==> src/rtl/adc_seq_pkg.sv <==
package adc_seq_pkg;
  localparam logic [7:0] ADDR_RES_LO = 8'h24;
  localparam logic [7:0] ADDR_RES_HI = 8'h25;
  localparam logic [7:0] ADDR_CTRL   = 8'h26;
  localparam logic [7:0] ADDR_CLK    = 8'h27;

  typedef enum logic [2:0] {
    ST_IDLE,
    ST_UNINIT,
    ST_ARMED,
    ST_SAMPLE,
    ST_CONV
  } seq_state_t;
endpackage

==> src/rtl/adc_clkdiv.sv <==
module adc_clkdiv #(
  parameter int DIV_FAST = 2,
  parameter int DIV_MID  = 8,
  parameter int DIV_SLOW = 32
) (
  input  logic       clk,
  input  logic       rst_n,
  input  logic       active,
  input  logic [1:0] sel,
  output logic       tick
);
  localparam int CNT_W = $clog2(DIV_SLOW);

  logic [CNT_W-1:0] cnt_q;
  logic [CNT_W-1:0] lim_q;
  logic [CNT_W-1:0] lim_sel;

  always_comb begin
    unique case (sel)
      2'd0:    lim_sel = CNT_W'(DIV_FAST - 1);
      2'd1:    lim_sel = CNT_W'(DIV_MID - 1);
      default: lim_sel = CNT_W'(DIV_SLOW - 1);
    endcase
  end

  // the period is frozen while a conversion runs
  always_ff @(posedge clk or negedge rst_n) begin
    if (!rst_n) begin
      cnt_q <= '0;
      lim_q <= CNT_W'(DIV_FAST - 1);
    end else if (!active) begin
      cnt_q <= '0;
      lim_q <= lim_sel;
    end else if (cnt_q == lim_q) begin
      cnt_q <= '0;
    end else begin
      cnt_q <= cnt_q + 1'b1;
    end
  end

  assign tick = active && (cnt_q == lim_q);
endmodule

==> src/rtl/adc_sar_fsm.sv <==
module adc_sar_fsm
  import adc_seq_pkg::*;
#(
  parameter int RES_W = 12
) (
  input  logic             clk,
  input  logic             rst_n,
  input  logic             start_rise,
  input  logic             start_fall,
  input  logic             cfg_dirty,
  input  logic             tick,
  input  logic             cmp_in,
  output logic             busy,
  output logic             active,
  output logic             sample_en,
  output logic             done,
  output logic [RES_W-1:0] dac_code,
  output logic [RES_W-1:0] result
);
  localparam int BIDX_W = $clog2(RES_W);

  seq_state_t        state_q;
  logic [RES_W-1:0]  sar_q;
  logic [RES_W-1:0]  sar_nxt;
  logic [BIDX_W-1:0] bidx_q;
  logic [BIDX_W-1:0] bidx_m1;
  logic              last_bit;

  assign bidx_m1  = bidx_q - 1'b1;
  assign last_bit = (bidx_q == '0);

  always_comb begin
    sar_nxt = sar_q;
    sar_nxt[bidx_q] = cmp_in;
    if (!last_bit) sar_nxt[bidx_m1] = 1'b1;
  end

  always_ff @(posedge clk or negedge rst_n) begin
    if (!rst_n) begin
      state_q <= ST_IDLE;
      sar_q   <= '0;
      bidx_q  <= '0;
      result  <= '0;
    end else if (start_rise) begin
      state_q <= ST_ARMED;
      sar_q   <= '0;
      bidx_q  <= '0;
    end else if (cfg_dirty) begin
      state_q <= ST_UNINIT;
      sar_q   <= '0;
      bidx_q  <= '0;
    end else begin
      unique case (state_q)
        ST_ARMED: if (start_fall) state_q <= ST_SAMPLE;
        ST_SAMPLE: if (tick) begin
          sar_q   <= {1'b1, {(RES_W-1){1'b0}}};
          bidx_q  <= BIDX_W'(RES_W - 1);
          state_q <= ST_CONV;
        end
        ST_CONV: if (tick) begin
          if (last_bit) begin
            result  <= sar_nxt;
            sar_q   <= '0;
            state_q <= ST_IDLE;
          end else begin
            sar_q  <= sar_nxt;
            bidx_q <= bidx_m1;
          end
        end
        default: ;
      endcase
    end
  end

  assign busy      = (state_q != ST_IDLE);
  assign active    = (state_q == ST_SAMPLE) || (state_q == ST_CONV);
  assign sample_en = (state_q == ST_SAMPLE);
  assign dac_code  = sar_q;
  assign done      = (state_q == ST_CONV) && tick && last_bit && !start_rise && !cfg_dirty;
endmodule

==> src/rtl/adc_regs.sv <==
module adc_regs
  import adc_seq_pkg::*;
#(
  parameter int RES_W = 12,
  parameter int CH_W  = 3,
  parameter int CFG_W = 3
) (
  input  logic             clk,
  input  logic             rst_n,
  input  logic [7:0]       bus_addr,
  input  logic             bus_wr,
  input  logic [7:0]       bus_wdata,
  output logic [7:0]       bus_rdata,
  input  logic             busy,
  input  logic [RES_W-1:0] result,
  output logic [CH_W-1:0]  chan,
  output logic [CFG_W-1:0] cfg,
  output logic [1:0]       clk_sel,
  output logic             start_rise,
  output logic             start_fall,
  output logic             cfg_dirty
);
  localparam int LO_BITS = RES_W - 8;
  localparam int CFG_LSB = CH_W;

  logic             start_q;
  logic             test_q;
  logic             ctrl_wr;
  logic [CFG_W-1:0] cfg_wr;

  assign ctrl_wr    = bus_wr && (bus_addr == ADDR_CTRL);
  assign cfg_wr     = bus_wdata[CFG_LSB +: CFG_W];
  assign start_rise = ctrl_wr && bus_wdata[7] && !start_q;
  assign start_fall = ctrl_wr && !bus_wdata[7] && start_q;
  assign cfg_dirty  = ctrl_wr && (cfg_wr != cfg) && (cfg_wr != '0);

  always_ff @(posedge clk or negedge rst_n) begin
    if (!rst_n) begin
      start_q <= 1'b0;
      chan    <= '0;
      cfg     <= '0;
      clk_sel <= '0;
      test_q  <= 1'b0;
    end else if (bus_wr) begin
      if (bus_addr == ADDR_CTRL) begin
        start_q <= bus_wdata[7];
        chan    <= bus_wdata[CH_W-1:0];
        cfg     <= cfg_wr;
      end else if (bus_addr == ADDR_CLK) begin
        clk_sel <= bus_wdata[1:0];
        test_q  <= bus_wdata[7];
      end
    end
  end

  always_comb begin
    unique case (bus_addr)
      ADDR_RES_LO: bus_rdata = {result[LO_BITS-1:0], {(8-LO_BITS){1'b0}}};
      ADDR_RES_HI: bus_rdata = result[RES_W-1:LO_BITS];
      ADDR_CTRL:   bus_rdata = {start_q, busy, cfg, chan};
      ADDR_CLK:    bus_rdata = {test_q, 5'b0, clk_sel};
      default:     bus_rdata = 8'h00;
    endcase
  end
endmodule

==> src/rtl/adc_pinmap.sv <==
module adc_pinmap #(
  parameter int NPIN  = 8,
  parameter int CFG_W = 3
) (
  input  logic [CFG_W-1:0] cfg,
  output logic [NPIN-1:0]  dig_en
);
  localparam logic [CFG_W-1:0] CFG_ALL = '1;

  for (genvar i = 0; i < NPIN; i++) begin : g_pin
    logic analog;
    assign analog    = (cfg == CFG_ALL) || (i < int'(cfg));
    assign dig_en[i] = !analog;
  end
endmodule

==> src/rtl/adc_seq_ctrl.sv <==
module adc_seq_ctrl #(
  parameter int RES_W    = 12,
  parameter int NCH      = 8,
  parameter int DIV_FAST = 2,
  parameter int DIV_MID  = 8,
  parameter int DIV_SLOW = 32
) (
  input  logic             clk,
  input  logic             rst_n,
  input  logic [7:0]       bus_addr,
  input  logic             bus_wr,
  input  logic [7:0]       bus_wdata,
  output logic [7:0]       bus_rdata,
  input  logic             cmp_in,
  output logic [RES_W-1:0] dac_code,
  output logic             sample_en,
  output logic [$clog2(NCH)-1:0] chan_sel,
  output logic [NCH-1:0]   pin_dig_en
);
  localparam int CH_W  = $clog2(NCH);
  localparam int CFG_W = 3;

  logic             busy, active, done, tick;
  logic             start_rise, start_fall, cfg_dirty;
  logic [RES_W-1:0] result;
  logic [CFG_W-1:0] cfg;
  logic [1:0]       clk_sel;

  adc_regs #(.RES_W(RES_W), .CH_W(CH_W), .CFG_W(CFG_W)) u_regs (
    .clk(clk), .rst_n(rst_n), .bus_addr(bus_addr), .bus_wr(bus_wr),
    .bus_wdata(bus_wdata), .bus_rdata(bus_rdata), .busy(busy),
    .result(result), .chan(chan_sel), .cfg(cfg), .clk_sel(clk_sel),
    .start_rise(start_rise), .start_fall(start_fall), .cfg_dirty(cfg_dirty)
  );

  adc_clkdiv #(.DIV_FAST(DIV_FAST), .DIV_MID(DIV_MID), .DIV_SLOW(DIV_SLOW)) u_div (
    .clk(clk), .rst_n(rst_n), .active(active), .sel(clk_sel), .tick(tick)
  );

  adc_sar_fsm #(.RES_W(RES_W)) u_fsm (
    .clk(clk), .rst_n(rst_n), .start_rise(start_rise), .start_fall(start_fall),
    .cfg_dirty(cfg_dirty), .tick(tick), .cmp_in(cmp_in), .busy(busy),
    .active(active), .sample_en(sample_en), .done(done),
    .dac_code(dac_code), .result(result)
  );

  adc_pinmap #(.NPIN(NCH), .CFG_W(CFG_W)) u_pins (
    .cfg(cfg), .dig_en(pin_dig_en)
  );
endmodule

==> config.mk <==
export PLATFORM = sky130hd
export DESIGN_NAME = adc_seq_ctrl
export DESIGN_NICKNAME = d
export VERILOG_FILES = /design/src/rtl/adc_seq_pkg.sv /design/src/rtl/adc_clkdiv.sv /design/src/rtl/adc_sar_fsm.sv /design/src/rtl/adc_regs.sv /design/src/rtl/adc_pinmap.sv /design/src/rtl/adc_seq_ctrl.sv
export SDC_FILE = /design/constraint.sdc
export NUM_CORES = 1
export LEC_CHECK = 0
export CORE_AREA = 2 2 78 117
export DETAILED_ROUTE_END_ITERATION = 10
export DIE_AREA = 0 0 80 119
export GPL_TIMING_DRIVEN = 0
export HOLD_SLACK_MARGIN = 0.12
export SETUP_SLACK_MARGIN = 0.3
export SYNTH_ARGS = -nofsm -noshare
export SYNTH_HDL_FRONTEND = slang
export SYNTH_SLANG_ARGS = --single-unit
==> constraint.sdc <==
create_clock -name clk -period 2.8 [get_ports clk]
set_input_delay 0.42 -clock clk [delete_from_list [all_inputs] [get_ports clk]]
set_output_delay 0.42 -clock clk [all_outputs]
set_load 0.02 [all_outputs]
**Word level (Yosys, flattened, before mapping)**

Cells that the tools add are included.

- Bits in registers: 51
- Word-level logic and storage cells: 113
- Input port bits: 20
- Output and inout bits: 32

- Multiplexer cells: 29
- Equal/unequal tests: 16
- $lt $le $gt $ge: 11
- Bitwise gates (word level): 4
- Reductions and logical operators: 40
- Add/sub/neg operators: 2

Operators with widths:

| kind | number |
|---|---|
| 12-bit two-way mux | 6 |
| 8-bit by 6-bit == test with 1-bit output (second input constant) | 4 |
| 8-bit case mux with 4 select lines | 1 |
| 12-bit case mux with 2 select lines | 1 |
| 4-bit two-way mux | 5 |
| 3-bit two-way mux | 6 |
| 12-bit bitwise mux | 1 |
| 4-bit inequality test (second input constant) | 3 |
| 12-bit bitwise OR | 1 |
| 1-bit logical AND | 10 |
| 1-bit zero test | 10 |
| 4-bit by 5-bit less-than comparator with 1-bit output (second input constant) | 2 |
| 5-bit two-way mux | 2 |
| 5-bit case mux with 2 select lines | 1 |
| 5-bit AND reduction | 2 |
| 3-bit less-than comparator (first input constant) | 3 |
| 3-bit case mux with 3 select lines | 1 |
| 1-bit demux with 4-bit select | 2 |
| 4-bit by 1-bit >= comparator with 1-bit output (second input constant) | 2 |
| 1-bit logical OR | 8 |
| 4-bit case mux with 2 select lines | 1 |
| 3-bit by 2-bit == test with 1-bit output (second input constant) | 2 |
| 3-bit == test (second input constant) | 2 |
| 1-bit by 3-bit less-than comparator with 1-bit output (first input constant) | 2 |
| 18 further kinds | 24 |

**Longest topological paths before layout**

- Depth in word-level cells: 12
- Mapped depth: 9
- Depth with buffers taken out: 8

**Cells and area by module**

A second synthesis with hierarchy kept.

- Cells, all modules: 310
- Area, all modules: 2,992.9 um^2

By module, submodules not included:

| module | cells an instance | instances | area an instance (um^2) | seq. area each (um^2) |
|---|---|---|---|---|
| adc_sar_fsm | 197 | 1 | 1,833.0 | 775.7 |
| adc_regs | 68 | 1 | 738.2 | 250.2 |
| adc_clkdiv | 36 | 1 | 375.4 | 175.2 |
| adc_pinmap | 9 | 1 | 46.3 | 0.0 |

**Least setup slack after synthesis**

No wires, ideal clock.

- Path type: register -> register
- Start: register u_regs.cfg[0]
- End: register u_fsm.result[0]
- Required time: 2.675 ns
- Data arrival time: 1.794 ns
- Period minus slack after synthesis: 1.919 ns
- Stages on the path, launching flop included: 9
- Setup slack: 0.881 ns
- Path through: dfrtp_1 -> buf_6 -> nor4_1 -> a21oi_1 -> o21ai_2 -> nor2_2 -> o31ai_4 -> buf_12 -> mux2_4

- Cells in the longest elaborated chain, start to end: 5

RTL lines:

| element | line | text |
|---|---|---|
| start, declared | adc_regs.sv:17 | `output logic [CFG_W-1:0] cfg,` |
| start signal, assigned | adc_regs.sv:48 | `cfg <= cfg_wr;` |
| 3-bit inequality test | adc_regs.sv:35 | `assign cfg_dirty = ctrl_wr && (cfg_wr != cfg) && (cfg_wr != '0);` |
| 1-bit logical AND (2 in series) | adc_regs.sv:35 |  |
| 1-bit inverter (no source line) | n/a |  |
| 5-bit AND reduction (no source line) | n/a |  |
| end signal, assigned | adc_sar_fsm.sv:62 | `result <= sar_nxt;` |
| end, declared | adc_sar_fsm.sv:18 | `output logic [RES_W-1:0] result` |

Every way passes these cells.
A chain may end at the register's enable or synchronous reset.

**Worst setup path in the final report**

- Start: input bus_addr[1]
- End: output bus_rdata[0]

- Cells in the longest elaborated chain, start to end: 2

RTL lines:

| element | line | text |
|---|---|---|
| start, declared | adc_seq_ctrl.sv:10 | `input logic [7:0] bus_addr,` |
| 8-bit by 6-bit == test with 1-bit output | adc_regs.sv:57 | `unique case (bus_addr)` |
| 8-bit case mux with 4 select lines * | adc_regs.sv:57 |  |
| end, declared | adc_seq_ctrl.sv:13 | `output logic [7:0] bus_rdata,` |

Every way passes the cells marked *; elsewhere a longest branch is shown, timed or not.

==> reports/qor.txt <==
status: completed
CTS tree: done
Row Count: 42
Cell Count, Final, Fillers Out: 481
RSZ-0062 raised after global routing: false
drt drc: 0
Max Cap Viol: 0
Die Y: 119 µm
Detailed Place HPWL: 5700 µm
Final Hold Viols: 0
RR Startpoint: u_fsm.bidx_q[0]$_DFFE_PN0P_
Initial Util: 0.338
Ys Warns: 0
f_max: 0.410 GHz
worst hold path type: register to register
Power Density: 487 mW/mm²
gr ovfl total: 0
Worst-Margin Slew: 0.566 ns
post-route setup slack: 0.363 ns
Seq/Total Area, Yosys: 0.413
final net count: 397
detailed-route via count: 2476
initial antenna violation count: 0
CP Launch Point: bus_addr[1]
Final Hold Slack: 0.504 ns
share of layout cells above drive strength 1: 0.143
syn_nets: 339
Avg Synthesized Cell Area: 9.33 µm²
Crit Path Max Fanout: 10
Peak supply drop: 0.281 mV
period utilization: 0.870
Synth Cell Area: 0.00291 mm²
P&R area growth vs syn: 29.4%
Diodes inserted: 0
worst flop-to-flop path endpoint: u_fsm.dac_code[1]$_DFFE_PN0P_
Post-synth EDFFs: 0
Final setup viols: 0
postcts setup bufs: 0
Core Box Area: 0.00862 mm²
Crit Path Class: input pin to primary output
clk sinks: 48
Final Wtd Congestion: 0.866
worst setup path endpoint: bus_rdata[0]
CTS buffer count: 5
vias per cell: 5.15
worst path arrival time: 2.02 ns
CTS H-tree depth: 2
synthesis-stage register bit count: 48
Synth cell types: 58
CTS max path bufs: 2
final setup TNS: 0 ns
Ports: 52
clock-pin slew on the worst setup and hold paths: 0.07 ns
Syn Inst Count: 312
first-pass GRT wire length: 12300 µm
Wirelength per Cell: 15.5 µm
crit end category: primary output
Worst setup SP type: input pin
FF-to-FF path depth: 8
worst-skew pair later-pin latency: 0.29 ns
worst slack, placed: -0.0563 ns
largest net degree at the start of global routing: 35
fraction of registers with async set or reset after synthesis: 1.00
most frequent cells in the layout: 48 x nand2_1, 48 x dfrtp_1, 46 x nor2_1, 40 x clkdlybuf4s50_1, 15 x a21oi_1
predominant post-synthesis flop cell: dfrtp_1
Starting DRT DRC Count: 84
fin. max-slew vios: 0
final WL: 7440 µm
max_slew headroom: 0.620
Layout Skew: 0.00518 ns
leakage: 1.68 nW
Global Route Usage Sum: 0.164
port bufs: 49
die width: 80 µm
Critical Path RT: 2.38 ns
crit path time final: 2.44 ns
vias in the first global route: 2481
first-pass detailed-route iteration total: 5
DP Cell Count: 472
root buf cell: clkbuf_16
Reg2Reg Setup Slack: 0.49 ns
antenna viol nets, final: 0
die area: 0.00952 mm²
==> cell families (layout without fill, tap and decap cells) <==
kind of cell,Yosys count,count (layout),share of synthesized area
XOR/XNOR,5,5,0.0150
AO/OA/AOI/OAI,64,64,0.156
flip-flops,48,48,0.413
buffers and inverters,25,84,0.0451
AND/OR/NAND/NOR,142,142,0.244
adder cells (fa/ha/maj),7,7,0.0301
multiplexers,21,21,0.0967
==> repair_timing <==
item / in CTS / in global routing
hold buffers: 1 / 0
endpoints found under the hold margin: 14 / 0
gates resized for setup: 12 / 6
setup endpoints to repair: 8 / 12
pin swaps: 0 / 0
==> final cells by class <==
type / count / area (µm²)
Buffer: 15 / 101
Clock buffer: 5 / 125
Clock inverter: 3 / 42.5
Fill cell: 880 / 4850
Inverter: 10 / 37.5
Multi-Input combinational cell: 239 / 1610
Sequential cell: 48 / 1200
Tap cell: 110 / 138
Timing Repair Buffer: 51 / 509
==> critical path, stage by stage <==
cell	delay (ns)
clkdlybuf4s50_1	0.52
buf_6	0.17
mux2_2	0.34
a22oi_1	0.18
nor2_1	0.06
dlygate4sd2_1	0.32
==> report_power, final <==
part           leakage, nW  switching, W  internal, W
Sequential           0.575     0.0000608     0.000732
Combinational         1.03      0.000201     0.000158
Clock               0.0798      0.000265     0.000420
==> synth_stat cells, drive strengths merged, types with 2 or more instances <==
library cell  instances  area share
inv                   9       0.012
a21oi                15       0.026
nor4b                 2       0.011
ha                    7       0.030
buf                   9       0.024
nor2b                 7       0.015
nand2b                5       0.011
o221ai                4       0.012
a211oi                3      0.0077
nor2                 47       0.061
a31oi                 5       0.011
xor2                  2      0.0060
o31ai                 3       0.012
nor3                 10       0.019
o21ai                 7       0.013
o211ai                3      0.0077
dfrtp                48        0.41
mux2                 17       0.079
clkbuf                6      0.0077
nand3                 5      0.0086
and4bb                2      0.0086
a221o                 2      0.0069
xnor2                 3      0.0090
nand2                48       0.062
nand3b                2      0.0095
mux2i                 3       0.010
and3                  5       0.011
a22oi                14       0.036
nor4                  2      0.0064
==> layer usage <==
layer  part of all wire  vias to the layer above  GRT usage
met5                  0                        -          0
li1                   -                     1229          -
met4              0.017                        0     0.0667
met3              0.033                       10     0.0258
met2               0.54                       54      0.293
met1               0.41                     1183      0.190
==> worst min-delay path by stage <==
stage / cells past startpoint / to / from / slack [ns]
6_report: 2 / u_regs.chan[2]$_DFFE_PN0N_ / u_regs.chan[2]$_DFFE_PN0N_ / 0.50
5_1_grt: 1 / u_fsm.result[0]$_DFFE_PN0P_ / u_fsm.result[0]$_DFFE_PN0P_ / 0.53
4_1_cts: 2 / u_regs.chan[2]$_DFFE_PN0N_ / u_regs.chan[2]$_DFFE_PN0N_ / 0.51
2_1_floorplan: 0 / u_div.cnt_q[0]$_DFF_PN0_ / rst_n / 0.12
3_5_place_dp: 1 / u_fsm.bidx_q[1]$_DFFE_PN0P_ / rst_n / 0.36
3_3_place_gp: 2 / u_div.lim_q[3]$_DFFE_PN0N_ / u_div.lim_q[3]$_DFFE_PN0N_ / 0.49
==> through the flow <==
stage          cell area, µm²  total power [W]   util
6_report                 3770          0.00184  0.437
5_1_grt                  3770          0.00193  0.437
4_1_cts                  3740          0.00185  0.434
3_5_place_dp             3550          0.00115  0.412
3_3_place_gp             3540          0.00114  0.411
2_1_floorplan            2910          0.00100      -
==> registers in the layout, summed over array words and instances (netlist names), 3 cells and up <==
name            flops
u_fsm.result       12
u_regs.cfg          3
u_div.cnt_q         5
u_fsm.state_q       3
u_fsm.dac_code     12
u_fsm.bidx_q        4
u_regs.chan         3
Power figures use the tool's default switching activity.
